--- src/rtl/postcode_snoop_pkg.sv ---
// Shared constants and types for the POST code snoop block.
// Assumes byte-wide register offsets fit in five bits.
package postcode_snoop_pkg;

    // register offsets (byte addresses)
    localparam int OFS_DATA = 'h00;
    localparam int OFS_STAT = 'h02;
    localparam int OFS_CTRL = 'h04;
    localparam int OFS_HRST = 'h06;
    localparam int OFS_P1L  = 'h10;
    localparam int OFS_P1H  = 'h12;
    localparam int OFS_P2L  = 'h14;
    localparam int OFS_P2H  = 'h16;

    // control bit positions
    localparam int CTL_P1EN  = 7;
    localparam int CTL_P2EN  = 6;
    localparam int CTL_HRIE  = 4;
    localparam int CTL_RDYIE = 3;
    localparam int CTL_DWORD = 2;

    // status bit positions
    localparam int ST_VALID = 7;
    localparam int ST_OVF   = 5;
    localparam int ST_TAG   = 0;
    localparam int HR_CHG   = 6;

    // bytes in one double-word code
    localparam int DW_BYTES = 4;

    typedef struct packed {
        logic       tag;
        logic [7:0] data;
    } code_byte_t;

endpackage

--- src/rtl/postcode_lane_match.sv ---
// Per-lane address decoder: decides for each byte lane of a host write
// whether it is captured and with which tag.
// Assumes lane k sits at base + k, with the address wrapping at 2**AW.
module postcode_lane_match
    import postcode_snoop_pkg::*;
#(
    parameter int AW    = 16,
    parameter int LANES = 4
) (
    input  logic [AW-1:0]    base,
    input  logic             strobe,
    input  logic [LANES-1:0] be,
    input  logic [AW-1:0]    port1,
    input  logic [AW-1:0]    port2,
    input  logic             en1,
    input  logic             en2,
    input  logic             dword,
    output logic [LANES-1:0] hit,
    output logic [LANES-1:0] tag
);

    for (genvar k = 0; k < LANES; k++) begin : g_lane
        logic [AW-1:0] lane_addr;
        logic [AW-1:0] offs;
        logic          m1;
        logic          m2;

        assign lane_addr = base + AW'(k);
        assign offs      = lane_addr - port1;
        assign m1        = en1 && (lane_addr == port1);
        assign m2        = en2 && (lane_addr == port2);

        // decide capture and tag for this lane
        always_comb begin
            if (dword) begin
                hit[k] = strobe && be[k] && (offs < AW'(DW_BYTES));
                tag[k] = (offs == '0);
            end else begin
                hit[k] = strobe && be[k] && (m1 || m2);
                tag[k] = !m1;
            end
        end
    end

endmodule

--- src/rtl/postcode_fifo.sv ---
// Tagged byte FIFO taking up to LANES pushes and one pop per cycle.
// Pushes are stored in lane order. Lanes beyond the free room are
// dropped and flagged. Assumes DEPTH is a power of two and that pop is
// only raised when the FIFO is not empty.
module postcode_fifo #(
    parameter int DEPTH = 16,
    parameter int LANES = 4,
    parameter int W     = 9
) (
    input  logic                      clk,
    input  logic                      rst_n,
    input  logic [LANES-1:0]          push,
    input  logic [LANES-1:0][W-1:0]   push_data,
    input  logic                      pop,
    output logic [W-1:0]              head,
    output logic                      empty,
    output logic                      drop
);

    localparam int PW = $clog2(DEPTH);
    localparam int CW = $clog2(DEPTH + 1);

    logic [W-1:0]              mem [DEPTH];
    logic [PW-1:0]             rd_ptr;
    logic [CW-1:0]             count;
    logic [LANES-1:0]          we;
    logic [LANES-1:0][PW-1:0]  wpos;
    logic [CW-1:0]             n_acc;
    int                        room;
    int                        rank;

    // assign write slots to pushing lanes in order, drop what does not fit
    always_comb begin
        room = DEPTH - int'(count) + (pop ? 1 : 0);
        rank = 0;
        we   = '0;
        wpos = '0;
        drop = 1'b0;
        for (int k = 0; k < LANES; k++) begin
            if (push[k]) begin
                if (rank < room) begin
                    we[k]   = 1'b1;
                    wpos[k] = rd_ptr + PW'(count) + PW'(rank);
                    rank    = rank + 1;
                end else begin
                    drop = 1'b1;
                end
            end
        end
        n_acc = CW'(rank);
    end

    // store accepted bytes
    always_ff @(posedge clk) begin
        for (int k = 0; k < LANES; k++) begin
            if (we[k]) mem[wpos[k]] <= push_data[k];
        end
    end

    // advance read pointer and occupancy
    always_ff @(posedge clk) begin
        if (!rst_n) begin
            rd_ptr <= '0;
            count  <= '0;
        end else begin
            if (pop) rd_ptr <= rd_ptr + 1'b1;
            count <= count - CW'(pop) + n_acc;
        end
    end

    assign head  = mem[rd_ptr];
    assign empty = (count == '0);

    a_r7_count_bound: assert property (@(posedge clk) disable iff (!rst_n)
        count <= CW'(DEPTH));

    a_r4_pop_not_empty: assert property (@(posedge clk) disable iff (!rst_n)
        pop |-> !empty);

    a_r7_full_drops: assert property (@(posedge clk) disable iff (!rst_n)
        (count == CW'(DEPTH) && !pop && push != '0) |-> drop);

    a_r10_full_swap_keeps: assert property (@(posedge clk) disable iff (!rst_n)
        (count == CW'(DEPTH) && pop && $countones(push) == 1) |=> (count == CW'(DEPTH)));

endmodule

--- src/rtl/postcode_hrst_detect.sv ---
// Sticky detector for any level change of the host reset input.
// Assumes the input is already synchronous to clk. A change and a clear
// in the same cycle leave the flag set.
module postcode_hrst_detect (
    input  logic clk,
    input  logic rst_n,
    input  logic lvl,
    input  logic clr,
    output logic flag
);

    logic prev;

    // remember last level and raise the flag on a difference
    always_ff @(posedge clk) begin
        if (!rst_n) begin
            prev <= 1'b0;
            flag <= 1'b0;
        end else begin
            prev <= lvl;
            if (lvl != prev)  flag <= 1'b1;
            else if (clr)     flag <= 1'b0;
        end
    end

    a_r8_change_sets: assert property (@(posedge clk) disable iff (!rst_n)
        (lvl != prev) |=> flag);

    a_r8_hold_without_clear: assert property (@(posedge clk) disable iff (!rst_n)
        (flag && !clr) |=> flag);

endmodule

--- src/rtl/postcode_snoop.sv ---
// POST code snoop capture: decodes host writes against two port
// addresses, queues tagged bytes, tracks host-reset changes and offers a
// byte-wide register port with one-cycle read latency.
// Assumes all inputs are synchronous to clk.
module postcode_snoop
    import postcode_snoop_pkg::*;
#(
    parameter int ADDR_W     = 16,
    parameter int LANES      = 4,
    parameter int FIFO_DEPTH = 16,
    parameter int REG_AW     = 5
) (
    input  logic                 clk,
    input  logic                 rst_n,
    input  logic                 snp_valid,
    input  logic [ADDR_W-1:0]    snp_addr,
    input  logic [LANES-1:0]     snp_be,
    input  logic [8*LANES-1:0]   snp_data,
    input  logic                 host_rst_lvl,
    input  logic                 reg_en,
    input  logic                 reg_wr,
    input  logic [REG_AW-1:0]    reg_addr,
    input  logic [7:0]           reg_wdata,
    output logic [7:0]           reg_rdata,
    output logic                 irq
);

    localparam logic [REG_AW-1:0] A_DATA = REG_AW'(OFS_DATA);
    localparam logic [REG_AW-1:0] A_STAT = REG_AW'(OFS_STAT);
    localparam logic [REG_AW-1:0] A_CTRL = REG_AW'(OFS_CTRL);
    localparam logic [REG_AW-1:0] A_HRST = REG_AW'(OFS_HRST);
    localparam logic [REG_AW-1:0] A_P1L  = REG_AW'(OFS_P1L);
    localparam logic [REG_AW-1:0] A_P1H  = REG_AW'(OFS_P1H);
    localparam logic [REG_AW-1:0] A_P2L  = REG_AW'(OFS_P2L);
    localparam logic [REG_AW-1:0] A_P2H  = REG_AW'(OFS_P2H);

    logic [7:0]                  ctrl;
    logic [ADDR_W-1:0]           port1;
    logic [ADDR_W-1:0]           port2;
    logic                        ovf;
    logic                        rd_acc;
    logic                        wr_acc;
    logic [LANES-1:0]            lane_hit;
    logic [LANES-1:0]            lane_tag;
    logic [LANES-1:0][8:0]       lane_ent;
    code_byte_t                  head;
    logic                        empty;
    logic                        drop;
    logic                        pop;
    logic                        hr_clr;
    logic                        hr_flag;
    logic [7:0]                  stat;
    logic [7:0]                  rd_mux;

    assign rd_acc = reg_en && !reg_wr;
    assign wr_acc = reg_en && reg_wr;
    assign pop    = rd_acc && (reg_addr == A_DATA) && !empty;
    assign hr_clr = wr_acc && (reg_addr == A_HRST) && reg_wdata[HR_CHG];

    postcode_lane_match #(.AW(ADDR_W), .LANES(LANES)) u_match (
        .base   (snp_addr),
        .strobe (snp_valid),
        .be     (snp_be),
        .port1  (port1),
        .port2  (port2),
        .en1    (ctrl[CTL_P1EN]),
        .en2    (ctrl[CTL_P2EN]),
        .dword  (ctrl[CTL_DWORD]),
        .hit    (lane_hit),
        .tag    (lane_tag)
    );

    for (genvar k = 0; k < LANES; k++) begin : g_ent
        assign lane_ent[k] = {lane_tag[k], snp_data[8*k +: 8]};
    end

    postcode_fifo #(.DEPTH(FIFO_DEPTH), .LANES(LANES), .W(9)) u_fifo (
        .clk       (clk),
        .rst_n     (rst_n),
        .push      (lane_hit),
        .push_data (lane_ent),
        .pop       (pop),
        .head      (head),
        .empty     (empty),
        .drop      (drop)
    );

    postcode_hrst_detect u_hrst (
        .clk  (clk),
        .rst_n(rst_n),
        .lvl  (host_rst_lvl),
        .clr  (hr_clr),
        .flag (hr_flag)
    );

    // assemble FIFO status byte
    always_comb begin
        stat           = '0;
        stat[ST_VALID] = !empty;
        stat[ST_OVF]   = ovf;
        stat[ST_TAG]   = !empty && head.tag;
    end

    // select read data by offset
    always_comb begin
        rd_mux = '0;
        case (reg_addr)
            A_DATA:  rd_mux = empty ? 8'h00 : head.data;
            A_STAT:  rd_mux = stat;
            A_CTRL:  rd_mux = ctrl;
            A_HRST:  rd_mux = 8'(hr_flag) << HR_CHG;
            A_P1L:   rd_mux = port1[7:0];
            A_P1H:   rd_mux = port1[ADDR_W-1:8];
            A_P2L:   rd_mux = port2[7:0];
            A_P2H:   rd_mux = port2[ADDR_W-1:8];
            default: rd_mux = '0;
        endcase
    end

    // configuration register writes
    always_ff @(posedge clk) begin
        if (!rst_n) begin
            ctrl  <= '0;
            port1 <= '0;
            port2 <= '0;
        end else if (wr_acc) begin
            case (reg_addr)
                A_CTRL: ctrl               <= reg_wdata;
                A_P1L:  port1[7:0]         <= reg_wdata;
                A_P1H:  port1[ADDR_W-1:8]  <= reg_wdata;
                A_P2L:  port2[7:0]         <= reg_wdata;
                A_P2H:  port2[ADDR_W-1:8]  <= reg_wdata;
                default: ;
            endcase
        end
    end

    // registered read data
    always_ff @(posedge clk) begin
        if (!rst_n)      reg_rdata <= '0;
        else if (rd_acc) reg_rdata <= rd_mux;
    end

    // sticky overflow, cleared by a status read of an empty FIFO
    always_ff @(posedge clk) begin
        if (!rst_n)                                    ovf <= 1'b0;
        else if (drop)                                 ovf <= 1'b1;
        else if (rd_acc && reg_addr == A_STAT && empty) ovf <= 1'b0;
    end

    // registered interrupt level
    always_ff @(posedge clk) begin
        if (!rst_n) irq <= 1'b0;
        else        irq <= (ctrl[CTL_RDYIE] && !empty) || (ctrl[CTL_HRIE] && hr_flag);
    end

    a_r7_drop_sets_ovf: assert property (@(posedge clk) disable iff (!rst_n)
        drop |=> ovf);

    a_r9_irq_quiet: assert property (@(posedge clk) disable iff (!rst_n)
        (!ctrl[CTL_RDYIE] && !ctrl[CTL_HRIE]) |=> !irq);

    a_r4_empty_read_zero: assert property (@(posedge clk) disable iff (!rst_n)
        (rd_acc && reg_addr == A_DATA && empty) |=> (reg_rdata == 8'h00));

    a_r9_data_raises_irq: assert property (@(posedge clk) disable iff (!rst_n)
        (ctrl[CTL_RDYIE] && !empty) |=> irq);

endmodule

--- config.mk ---
export PLATFORM = sky130hd
export DESIGN_NAME = postcode_snoop
export DESIGN_NICKNAME = d
export VERILOG_FILES = /design/src/rtl/postcode_snoop_pkg.sv /design/src/rtl/postcode_lane_match.sv /design/src/rtl/postcode_fifo.sv /design/src/rtl/postcode_hrst_detect.sv /design/src/rtl/postcode_snoop.sv
export SDC_FILE = /design/constraint.sdc
export NUM_CORES = 1
export LEC_CHECK = 0
export BUFFER_PORTS_ARGS = -buffer_cell sky130_fd_sc_hd__buf_4
export CAP_MARGIN = 0
export CORE_MARGIN = 2
export CORE_UTILIZATION = 64
export DETAILED_ROUTE_END_ITERATION = 8
export PLACE_DENSITY = 0.86
export SYNTH_ARGS = -nofsm -noshare
export SYNTH_HDL_FRONTEND = slang
export SYNTH_SLANG_ARGS = --single-unit
--- constraint.sdc ---
create_clock -name clk -period 11.9 [get_ports clk]
set_input_delay 0.595 -clock clk [delete_from_list [all_inputs] [get_ports clk]]
set_output_delay 0.595 -clock clk [all_outputs]
set_load 0.005 [all_outputs]
==> results of run 1 <==
[cells in the final DEF, fill, tap and decap left out, types with 43 or more instances in the layout]
cell type,instances
o21ai_0,48
mux2i_1,101
xnor2_1,71
ha_1,99
nand3_1,87
buf_4,100
nor2b_1,60
nor2_1,109
mux2_2,277
nand2_1,121
nand4_1,43
a21oi_1,74
nor3_1,55
edfxtp_1,144
xor2_1,56
mux4_2,45
mux2_1,109
inv_1,73
dfxtp_1,64
[stage by stage]
step                      instances  util [%]
final                          2589      69.8
after global routing           2588      69.8
after CTS                      2588      69.7
after detailed placement       2543      67.2
after global placement         2543      67.2
after floorplan                2127         -
[routing by layer]
| metal | GRT usage, % | vias up |
|---|---|---|
| li1 | - | 8083 |
| met1 | 51.9 | 9028 |
| met2 | 70.2 | 1563 |
| met3 | 10.0 | 458 |
| met4 | 29.4 | 0 |
| met5 | 0 | - |
[worst reg2reg max path, delay by kind of cell, from the launching register on]
family,cells,cell delay [ns]
AO/OA/AOI/OAI,6,1.93
XOR/XNOR,1,0.08
adder cells (fa/ha/maj),9,2.60
buffers and inverters,8,1.38
flip-flops,1,0.39
AND/OR/NAND/NOR,18,4.57
[power groups by stage]
stage / logic, W / registers (W) / clock network [W]
finish: 0.000341 / 0.000779 / 0.000797
global route: 0.000363 / 0.000779 / 0.000812
CTS: 0.000330 / 0.000779 / 0.000791
detailed placement: 0.000326 / 0.000795 / 0
global placement: 0.000317 / 0.000795 / 0
floorplan: 0.000226 / 0.000794 / 0
[worst max path at each step]
stage | slack (ns) | startpoint | cells after the start | to
after detailed placement | 0.98 | u_fifo.count[0] | 42 | u_fifo.count[4]
after CTS | 0.79 | u_fifo.count[0] | 42 | u_fifo.count[4]
after global routing | 0.03 | u_fifo.count[0] | 42 | u_fifo.count[4]
after global placement | 1.47 | u_fifo.count[0] | 41 | u_fifo.count[4]
after floorplan | 2.61 | u_fifo.count[0] | 39 | u_fifo.count[4]
final | 0.83 | u_fifo.count[0] | 42 | u_fifo.count[4]
[registers in the layout, summed over array words and instances, names as in the netlist, named ones only]
name / count
ctrl: 8
irq: 1
ovf: 1
port1: 16
port2: 16
reg_rdata: 8
u_fifo.count: 5
u_fifo.mem: 144
u_fifo.rd_ptr: 4
u_hrst.flag: 1
u_hrst.prev: 1
[cell families (layout without fill, tap and decap cells)]
logic type	Yosys count	after routing	share of synthesized area [%]
and+or+nand+nor	633	633	16.2
muxes	533	533	30.4
AOI/OAI and AO/OA	314	314	10.6
DFF	209	209	26.8
buffers and inverters	202	221	3.91
xor gates and xnor gates	129	129	5.45
adders and majority gates	107	107	6.66
other	0	1	0
[layout make-up]
cell class / count / area, um2 / area share, %
well taps: 442 / 553 / 2.44
clock buffers: 30 / 676 / 2.98
flip-flops and latches: 209 / 5630 / 24.9
diodes: 1 / 2.50 / 0.0111
repair buffers: 100 / 751 / 3.32
multi-input cells: 1716 / 14600 / 64.5
inverters: 76 / 285 / 1.26
clock inverters: 15 / 150 / 0.663
[timing repair]
action / 4_1_cts / 5_1_grt
hold buffers: 0 / 0
endpoints found under the setup margin: 0 / 2
endpoints found under the hold margin: 0 / 0
resized for setup: 0 / 1
==> impl_metrics.csv, run 1 <==
group,metric,value,unit
clocking,ctsRootBufferMaster,"clkbuf_16",
sta,min_period,11.07,ns
yosys,syn_nets,2305,
yosys,synthFlopType,"edfxtp_1",
floorplanning,dieArea,0.0343,mm2
detailed_routing,met2_length,34.5,mm
yosys,yosysTopAreaCellShare,20.6,%
global_route,grt_pass1_wl,113,mm
critical_path,critical_path_arrival,11.53,ns
detailed_routing,post_drt_via_cell_ratio,7.39,
min_path,min_path_type,"primary input to flop",
yosys,synth_cells,2127,
floorplanning,fp.dieH,185,um
critical_path,r2r_cells,42,
run,maxCapViolations,0,
power_and_ir_drop,combPwrFrac,17.8,%
sta,clock_skew,0.0419,ns
detailed_routing,wl_met1,26.2,mm
clocking,cts_max_path_buffers,3,
power_and_ir_drop,p_sw_share,28.6,%
layout,layout.cell_area.non_filler,0.0226,mm2
detailed_routing,top_layer_used,"met4",
critical_path,crit_family,"simple AND/OR/NAND/NOR gates",
clocking,clock_sinks,209,
floorplanning,fp.coreArea,0.0325,mm2
critical_path,cp_common_cell,"ha_1",
yosys,synth_top_area_cell,"edfxtp_1",
clocking,clk_pin_slew,0.06,ns
sta,fmax,90.4,MHz
yosys,synth-seq-cells,209,
yosys,synth_most_common_cell,"mux2_2",
yosys,synth_edf_count,144,
yosys,synth.distinct_cells,96,
yosys,yosys_warnings,0,
critical_path,cp.required,12.37,ns
critical_path,critPathKind,"flop to flop",
layout,area_delta_synth_final,7.71,%
sta,worstMarginPinSlew,1.34,ns
min_path,min_from,"host_rst_lvl",
status,outcome,"completed",
sta,final_hold_viol_count,0,
power_and_ir_drop,sequentialPowerShare,40.6,%
yosys,synth-seq-area-share,26.8,%
floorplanning,pin_count,80,
global_route,grt_max_degree,63,
placed_design,placed_cell_area,0.0218,mm2
layout,finalNetCount,2306,
sta,rsz0062_at_grt,"no",
sta,setup-violations-final,0,
detailed_routing,drt_iter0_drc,2540,
placed_design,dp_hpwl,53.8,mm
detailed_routing,routed_wl,75.2,mm
sta,tns,0,ns
critical_path,critPathCaptureType,"flop",
critical_path,r2r_start,"u_fifo.count[0]",
global_route,grt_usage,43.5,%
floorplanning,rows,66,
floorplanning,initial_core_util,64.8,%
detailed_routing,firstDrtPassIters,8,
yosys,netlist_top_cells_count,"mux2_2, edfxtp_1, nand2_1, mux2_1, nor2_1",
clocking,cts_tree,"done",
placed_design,post-place-ws,0.983,ns
detailed_routing,wl_per_cell,29.1,um
yosys,netlist_top_cells_area,"edfxtp_1, mux2_2, dfxtp_1",
critical_path,r2r_setup_slack,0.83,ns
layout,fillers,2404,
yosys,syn_avg_cell_area,9.88,um2
yosys,synthArstFlopShare,0,%
critical_path,slowest_delay,0.58,ns
critical_path,crit_slowest_cell,"or4_4",
min_path,hold_path_depth,2,
yosys,syn_area,0.0210,mm2
global_route,grt_overflow_total,0,
power_and_ir_drop,internal_power,0.00137,W
clocking,post_cts_buffers,0,
detailed_routing,drc,0,
min_path,min_to,"u_hrst.prev",
sta,fin_hold_ws,0.268,ns
critical_path,worst_setup_path_start_kind,"flop",
detailed_routing,via_count,19132,
critical_path,r2r_end,"u_fifo.count[4]",
global_route,grt_pass1_vias,18746,
critical_path,path_max_fanout,19,
floorplanning,dieWidth,185,um
power_and_ir_drop,cellPowerDensity,84.7,mW/mm2
placed_design,gp_congestion,1.02,
critical_path,cp_num_buf_inv,8,
detailed_routing,ant_nets,0,
sta,slew_violations,0,
clocking,clk_latency,0.58,ns
layout,layout-drive-gt1-share,23.9,%
power_and_ir_drop,leakage,8.24,nW
power_and_ir_drop,switchingPower,0.000549,W
sta,finalCritPeriodShare,93.0,%
detailed_routing,wl_met3,8.39,mm
global_route,grt_antenna_before_repair,1,
placed_design,port_buffers,79,
power_and_ir_drop,clkPwrFrac,41.6,%
sta,fin_ws,0.834,ns
power_and_ir_drop,finalPower,0.00192,W
power_and_ir_drop,vdd_drop_max,0.114,mV
sta,slew_headroom,10.3,%
clocking,numCtsBuffers,25,
clocking,cts_max_level,1,
(Power assumes the default switching activity.)
==> run 2, diff against run 1 <==
--- a/config.mk
+++ b/config.mk
@@ -7,8 +7,11 @@
 export LEC_CHECK = 0
 export BUFFER_PORTS_ARGS = -buffer_cell sky130_fd_sc_hd__buf_4
 export CAP_MARGIN = 0
+export CELL_PAD_IN_SITES_DETAIL_PLACEMENT = 1
+export CELL_PAD_IN_SITES_GLOBAL_PLACEMENT = 1
+export CORE_ASPECT_RATIO = 1.5
 export CORE_MARGIN = 2
-export CORE_UTILIZATION = 64
+export CORE_UTILIZATION = 51
 export DETAILED_ROUTE_END_ITERATION = 8
 export PLACE_DENSITY = 0.86
 export SYNTH_ARGS = -nofsm -noshare
==> run 2 against run 1 <==
  * The run now ends with capacitance limit, slew limit left
  * Core utilization fell by 14 points
  * Count of clock-buffer cells in the layout did not move
  * Critical path depth did not move
  * Global-route usage rose by 0.34 points
  * Register-to-register slack got worse by 0.07 ns
  * Largest cell class unchanged
  * Clock skew fell by 0.026 ns
  * Via count rose by 3.7%
  * Worst setup slack got worse by 0.070 ns
  * Worst hold slack improved by 0.017 ns
  * Flip-flop and latch count did not move
==> impl_metrics.csv, run 2 (synthesis results as in run 1) <==
group,metric,value,unit
status,outcome,"complete, but fails checks",
status,violations,"capacitance limit, slew limit",
layout,largest_register_ffs,144,
detailed_routing,drt_iter0_drc,2432,
detailed_routing,via_count,19837,
floorplanning,rows,91,
clocking,clock_sinks,209,
global_route,grt_pass1_vias,21368,
placed_design,port_buffers,79,
layout,finalNetCount,2309,
layout,layout-drive-gt1-share,24.3,%
sta,tns,0,ns
floorplanning,fp.dieH,253,um
layout,mostFrequentLayoutCells,"mux2_2, edfxtp_1, nand2_1",
detailed_routing,wl_per_cell,35.7,um
sta,fmax,89.8,MHz
sta,setup-violations-final,0,
power_and_ir_drop,leakage,8.25,nW
critical_path,cp.required,12.33,ns
sta,slew_violations,10,
power_and_ir_drop,vdd_drop_max,0.128,mV
global_route,grt_usage,43.9,%
floorplanning,fp.coreArea,0.0409,mm2
clocking,cts_tree,"done",
detailed_routing,post_drt_via_cell_ratio,7.46,
detailed_routing,ant_nets,0,
critical_path,critPathKind,"flop to flop",
clocking,cts_hold_buf,0,
placed_design,dp_hpwl,66.7,mm
layout,final_cells,2659,
critical_path,crit_slowest_cell,"or4_4",
placed_design,gp_congestion,1.03,
detailed_routing,drc,0,
clocking,cts_max_level,1,
clocking,clk_pin_slew,0.09,ns
sta,rsz0062_at_grt,"no",
floorplanning,initial_core_util,51.4,%
clocking,clk_latency,0.54,ns
clocking,cts_max_path_buffers,3,
critical_path,worst_setup_path_start_kind,"flop",
global_route,grt_antenna_before_repair,1,
sta,worstMarginPinSlew,1.56,ns
sta,min_period,11.14,ns
run,maxCapViolations,1,
global_route,grt_overflow_total,0,
sta,final_hold_viol_count,0,
critical_path,slowest_delay,0.59,ns
detailed_routing,routed_wl,94.9,mm
global_route,grt_max_degree,63,
global_route,grt_pass1_wl,140,mm
detailed_routing,firstDrtPassIters,6,
critical_path,path_max_fanout,18,
floorplanning,dieWidth,170,um
layout,area_delta_synth_final,7.98,%
sta,slew_headroom,-3.94,%
sta,finalCritPeriodShare,93.6,%
clocking,numCtsBuffers,22,
sta,clock_skew,0.0157,ns
critical_path,cp_common_cell,"ha_1",
floorplanning,pin_count,80,
floorplanning,dieArea,0.0429,mm2
clocking,ctsRootBufferMaster,"clkbuf_16",
placed_design,dp_cells,2617,
min_path,min_path_type,"primary input to flop",
layout,final_common_cell,"mux2_2",
power_and_ir_drop,cellPowerDensity,83.2,mW/mm2
critical_path,critical_path_arrival,11.57,ns
critical_path,critPathCaptureType,"flop",
[run 2: cell types whose count changed in the layout (fill, tap and decap cells not counted), sizes merged]
cell and delta:
clkinvlp -2, clkinv -2, buf +6, bufinv -1
[run 2: cell type report]
cell class / instances / area [um2]
multi-input cells: 1716 / 14600
fillers: 4446 / 18200
diodes: 1 / 2.50
clock buffers: 30 / 656
clock inverters: 10 / 95.1
repair buffers: 106 / 796
inverters: 76 / 285
well taps: 511 / 639
flip-flops and latches: 209 / 5630
[run 2: worst max-delay path: cells and delay by family (launching register included)]
family	cells	cell delay, ns
fa+ha+maj	9	2.66
compound gates	6	1.67
flops	1	0.40
xor+xnor	1	0.11
simple gates	18	4.77
buf+inv	8	1.41
[run 2: power breakdown]
part	internal, W	switching (W)
sequential	0.000777	0.00000339
combinational	0.000142	0.000223
clock	0.000413	0.000332
total	0.00133	0.000558
[run 2: path summary, 6_finish.rpt]
kind	startpoint	end	slack [ns]	cells after the start
max reg2reg	u_fifo.count[0]	u_fifo.count[4]	0.76	42
min reg2reg	u_hrst.flag	irq	0.54	2
max	u_fifo.count[0]	u_fifo.count[4]	0.76	42
min	host_rst_lvl	u_hrst.prev	0.29	2
[run 2: stage by stage]
stage	utilization (%)	hold WS (ns)	worst slack, ns	power [W]	instance area [um2]
6_report	55.5	0.285	0.764	0.00189	22700
5_1_grt	55.5	0.295	0.213	0.00192	22700
4_1_cts	55.5	0.285	0.568	0.00187	22700
3_5_place_dp	53.6	0.522	0.888	0.00114	21900
3_3_place_gp	53.6	0.487	1.57	0.00112	21900
2_1_floorplan	-	0.456	2.61	0.00102	21000
[run 2: what timing repair did]
action                                  in CTS  in global routing
buffers inserted                             0                  1
resized for setup                            0                  1
endpoints found under the setup margin       0                  2
[run 2: routing by layer]
layer | wire [um] | GRT usage, % | share of wire [%] | up-vias
li1 | - | - | - | 8066
met1 | 29400 | 42.2 | 31 | 9560
met2 | 45600 | 74.2 | 48 | 1469
met3 | 7670 | 11.4 | 8.1 | 742
met4 | 12200 | 44.4 | 13 | 0
met5 | 0 | 0 | 0 | -
==> run 3, diff against run 2 <==
--- a/config.mk
+++ b/config.mk
@@ -10,7 +10,6 @@
 export CELL_PAD_IN_SITES_DETAIL_PLACEMENT = 1
 export CELL_PAD_IN_SITES_GLOBAL_PLACEMENT = 1
 export CORE_ASPECT_RATIO = 1.5
-export CORE_MARGIN = 2
 export CORE_UTILIZATION = 51
 export DETAILED_ROUTE_END_ITERATION = 8
 export PLACE_DENSITY = 0.86
==> run 3 against run 2 <==
  * The run now ends clean
  * Combinational power hardly changed
  * Via count down 1.9%
  * Non-clock buffer count up 1
  * Worst hold slack improved by 0.0067 ns
  * Register-to-register slack gained 0.14 ns
  * Sequential power about the same
  * Core utilization is 0.59 points higher
  * Sequential share of layout area is essentially flat
  * Largest cell class unchanged
  * Fmax increased by 1.3%
  * Total power grew 0.28%
==> impl_metrics.csv, run 3 (synthesis results as in run 1) <==
group,metric,value,unit
layout,final_util,56.1,%
clocking,numCtsBuffers,22,
global_route,grt_antenna_before_repair,4,
critical_path,slowest_delay,0.94,ns
floorplanning,fp.coreArea,0.0404,mm2
detailed_routing,wl_per_cell,34.6,um
detailed_routing,routed_wl,92.0,mm
sta,worstMarginPinSlew,1.33,ns
sta,finalCritPeriodShare,92.4,%
critical_path,crit_family,"simple AND/OR/NAND/NOR gates",
global_route,grt_max_degree,63,
critical_path,r2r_cells,34,
sta,setup-violations-final,0,
global_route,grt_usage,43.9,%
floorplanning,rows,90,
critical_path,crit_cells,34,
power_and_ir_drop,internal_power,0.00134,W
clocking,clock_sinks,209,
sta,rsz0062_at_grt,"no",
sta,tns,0,ns
floorplanning,dieWidth,168,um
layout,final_cells,2657,
critical_path,critPathKind,"flop to flop",
global_route,grtUsageMet1,42.8,%
min_path,min_path_type,"primary input to flop",
floorplanning,pin_count,80,
power_and_ir_drop,clkPwrFrac,39.7,%
status,outcome,"completed",
clocking,cts_hold_buf,0,
layout,area_delta_synth_final,7.92,%
power_and_ir_drop,p_sw_share,29.2,%
power_and_ir_drop,combPwrFrac,19.1,%
layout,finalNetCount,2310,
placed_design,dp_hpwl,65.2,mm
clocking,clk_pin_slew,0.07,ns
critical_path,worst_setup_path_start_kind,"flop",
placed_design,gp_congestion,1.03,
power_and_ir_drop,sequentialPowerShare,41.2,%
power_and_ir_drop,cellPowerDensity,83.5,mW/mm2
critical_path,cp.required,12.19,ns
global_route,grt_overflow_total,0,
clocking,cts_max_level,1,
clocking,ctsRootBufferMaster,"clkbuf_16",
critical_path,cp_num_buf_inv,5,
clocking,cts_tree,"done",
detailed_routing,drc,0,
global_route,grt_pass1_wl,136,mm
floorplanning,initial_core_util,52.0,%
detailed_routing,ant_nets,0,
sta,slew_violations,0,
critical_path,crit_slowest_cell,"nand4_1",
global_route,gr-max-usage-layer,"met2",
clocking,post_cts_resized,0,
sta,final_hold_viol_count,0,
layout,layout.cell_area.non_filler,0.0227,mm2
global_route,grt_use_met3,9.67,%
floorplanning,fp.dieH,251,um
power_and_ir_drop,leakage,8.24,nW
sta,min_period,10.99,ns
critical_path,critPathCaptureType,"flop",
layout,fillers,4356,
sta,fmax,91.0,MHz
floorplanning,dieArea,0.0420,mm2
detailed_routing,drt_iter0_drc,2009,
detailed_routing,via_count,19468,
sta,clock_skew,0.0239,ns
layout,final_common_cell,"mux2_2",
global_route,met2_usage,74.8,%
layout,largest_register_ffs,144,
sta,slew_headroom,11.0,%
sta,fin_hold_ws,0.292,ns
global_route,grt_pass1_vias,21079,
placed_design,placed_cell_area,0.0219,mm2
min_path,hold_path_depth,2,
placed_design,port_buffers,79,
power_and_ir_drop,vdd_drop_max,0.135,mV
clocking,cts_max_path_buffers,3,
detailed_routing,post_drt_via_cell_ratio,7.33,
run,maxCapViolations,0,
power_and_ir_drop,switchingPower,0.000553,W
layout,layout-drive-gt1-share,24.0,%
critical_path,critical_path_arrival,11.28,ns
critical_path,cp_common_cell,"ha_1",
detailed_routing,firstDrtPassIters,6,
layout,mostFrequentLayoutCells,"mux2_2, edfxtp_1, nand2_1",
placed_design,dp_cells,2613,
clocking,post_cts_buffers,0,
critical_path,path_max_fanout,19,
clocking,clk_latency,0.57,ns
[run 3: cell types whose count changed in the layout (fill, tap and decap cells not counted), moves of 2 or more]
cell | previous run | this run
bufinv_16 | 1 | 3
clkbuf_1 | 1 | 6
clkinv_2 | 4 | 2
clkbuf_16 | 24 | 22
diode_2 | 1 | 3
[run 3: metal layers]
layer / part of all wire [%] / up-vias / wire (um)
met5: 0.075 / - / 69
met4: 12 / 6 / 11300
met3: 7.0 / 654 / 6420
met2: 48 / 1269 / 44600
met1: 32 / 9448 / 29600
li1: - / 8091 / -
[run 3: worst reg2reg max path, delay by kind of cell (launching register included)]
family                   cells  cell delay [ns]
multiplexers                 1             0.70
XOR/XNOR                     2             0.68
adder cells (fa/ha/maj)      8             2.35
AND/OR/NAND/NOR             15             4.59
AO/OA/AOI/OAI                3             1.13
buffers and inverters        5             0.90
flip-flops                   1             0.40
[run 3: cell type report]
cell class                 instances  area, um2  area share, %
tap                              506        633           2.79
timing repair buffer             107        803           3.54
antenna                            3       7.51         0.0331
clock buffer                      31        606           2.67
sequential                       209       5630           24.8
inverter                          76        285           1.26
multi-input combinational       1716      14600           64.3
clock inverter                     9        135          0.596
[run 3: final timing paths]
check	from	endpoint	slack [ns]
setup / recovery	u_fifo.count[0]	u_fifo.mem[13][7]	0.91
hold / removal	host_rst_lvl	u_hrst.prev	0.29
setup reg to reg	u_fifo.count[0]	u_fifo.mem[13][7]	0.91
hold reg to reg	u_hrst.flag	u_hrst.flag	0.53
[run 3: power groups by stage]
stage	Sequential, W	Combinational [W]	Clock (W)
6_report	0.000780	0.000362	0.000753
5_1_grt	0.000779	0.000381	0.000767
3_5_place_dp	0.000795	0.000342	0
4_1_cts	0.000780	0.000350	0.000743
2_1_floorplan	0.000794	0.000226	0
3_3_place_gp	0.000795	0.000324	0
[run 3: stage by stage]
stage               total power [W]  worst slack, ns
floorplan                   0.00102             2.61
global placement            0.00112             1.88
detailed placement          0.00114             1.46
CTS                         0.00187             1.35
global route                0.00193            0.239
finish                      0.00189            0.908
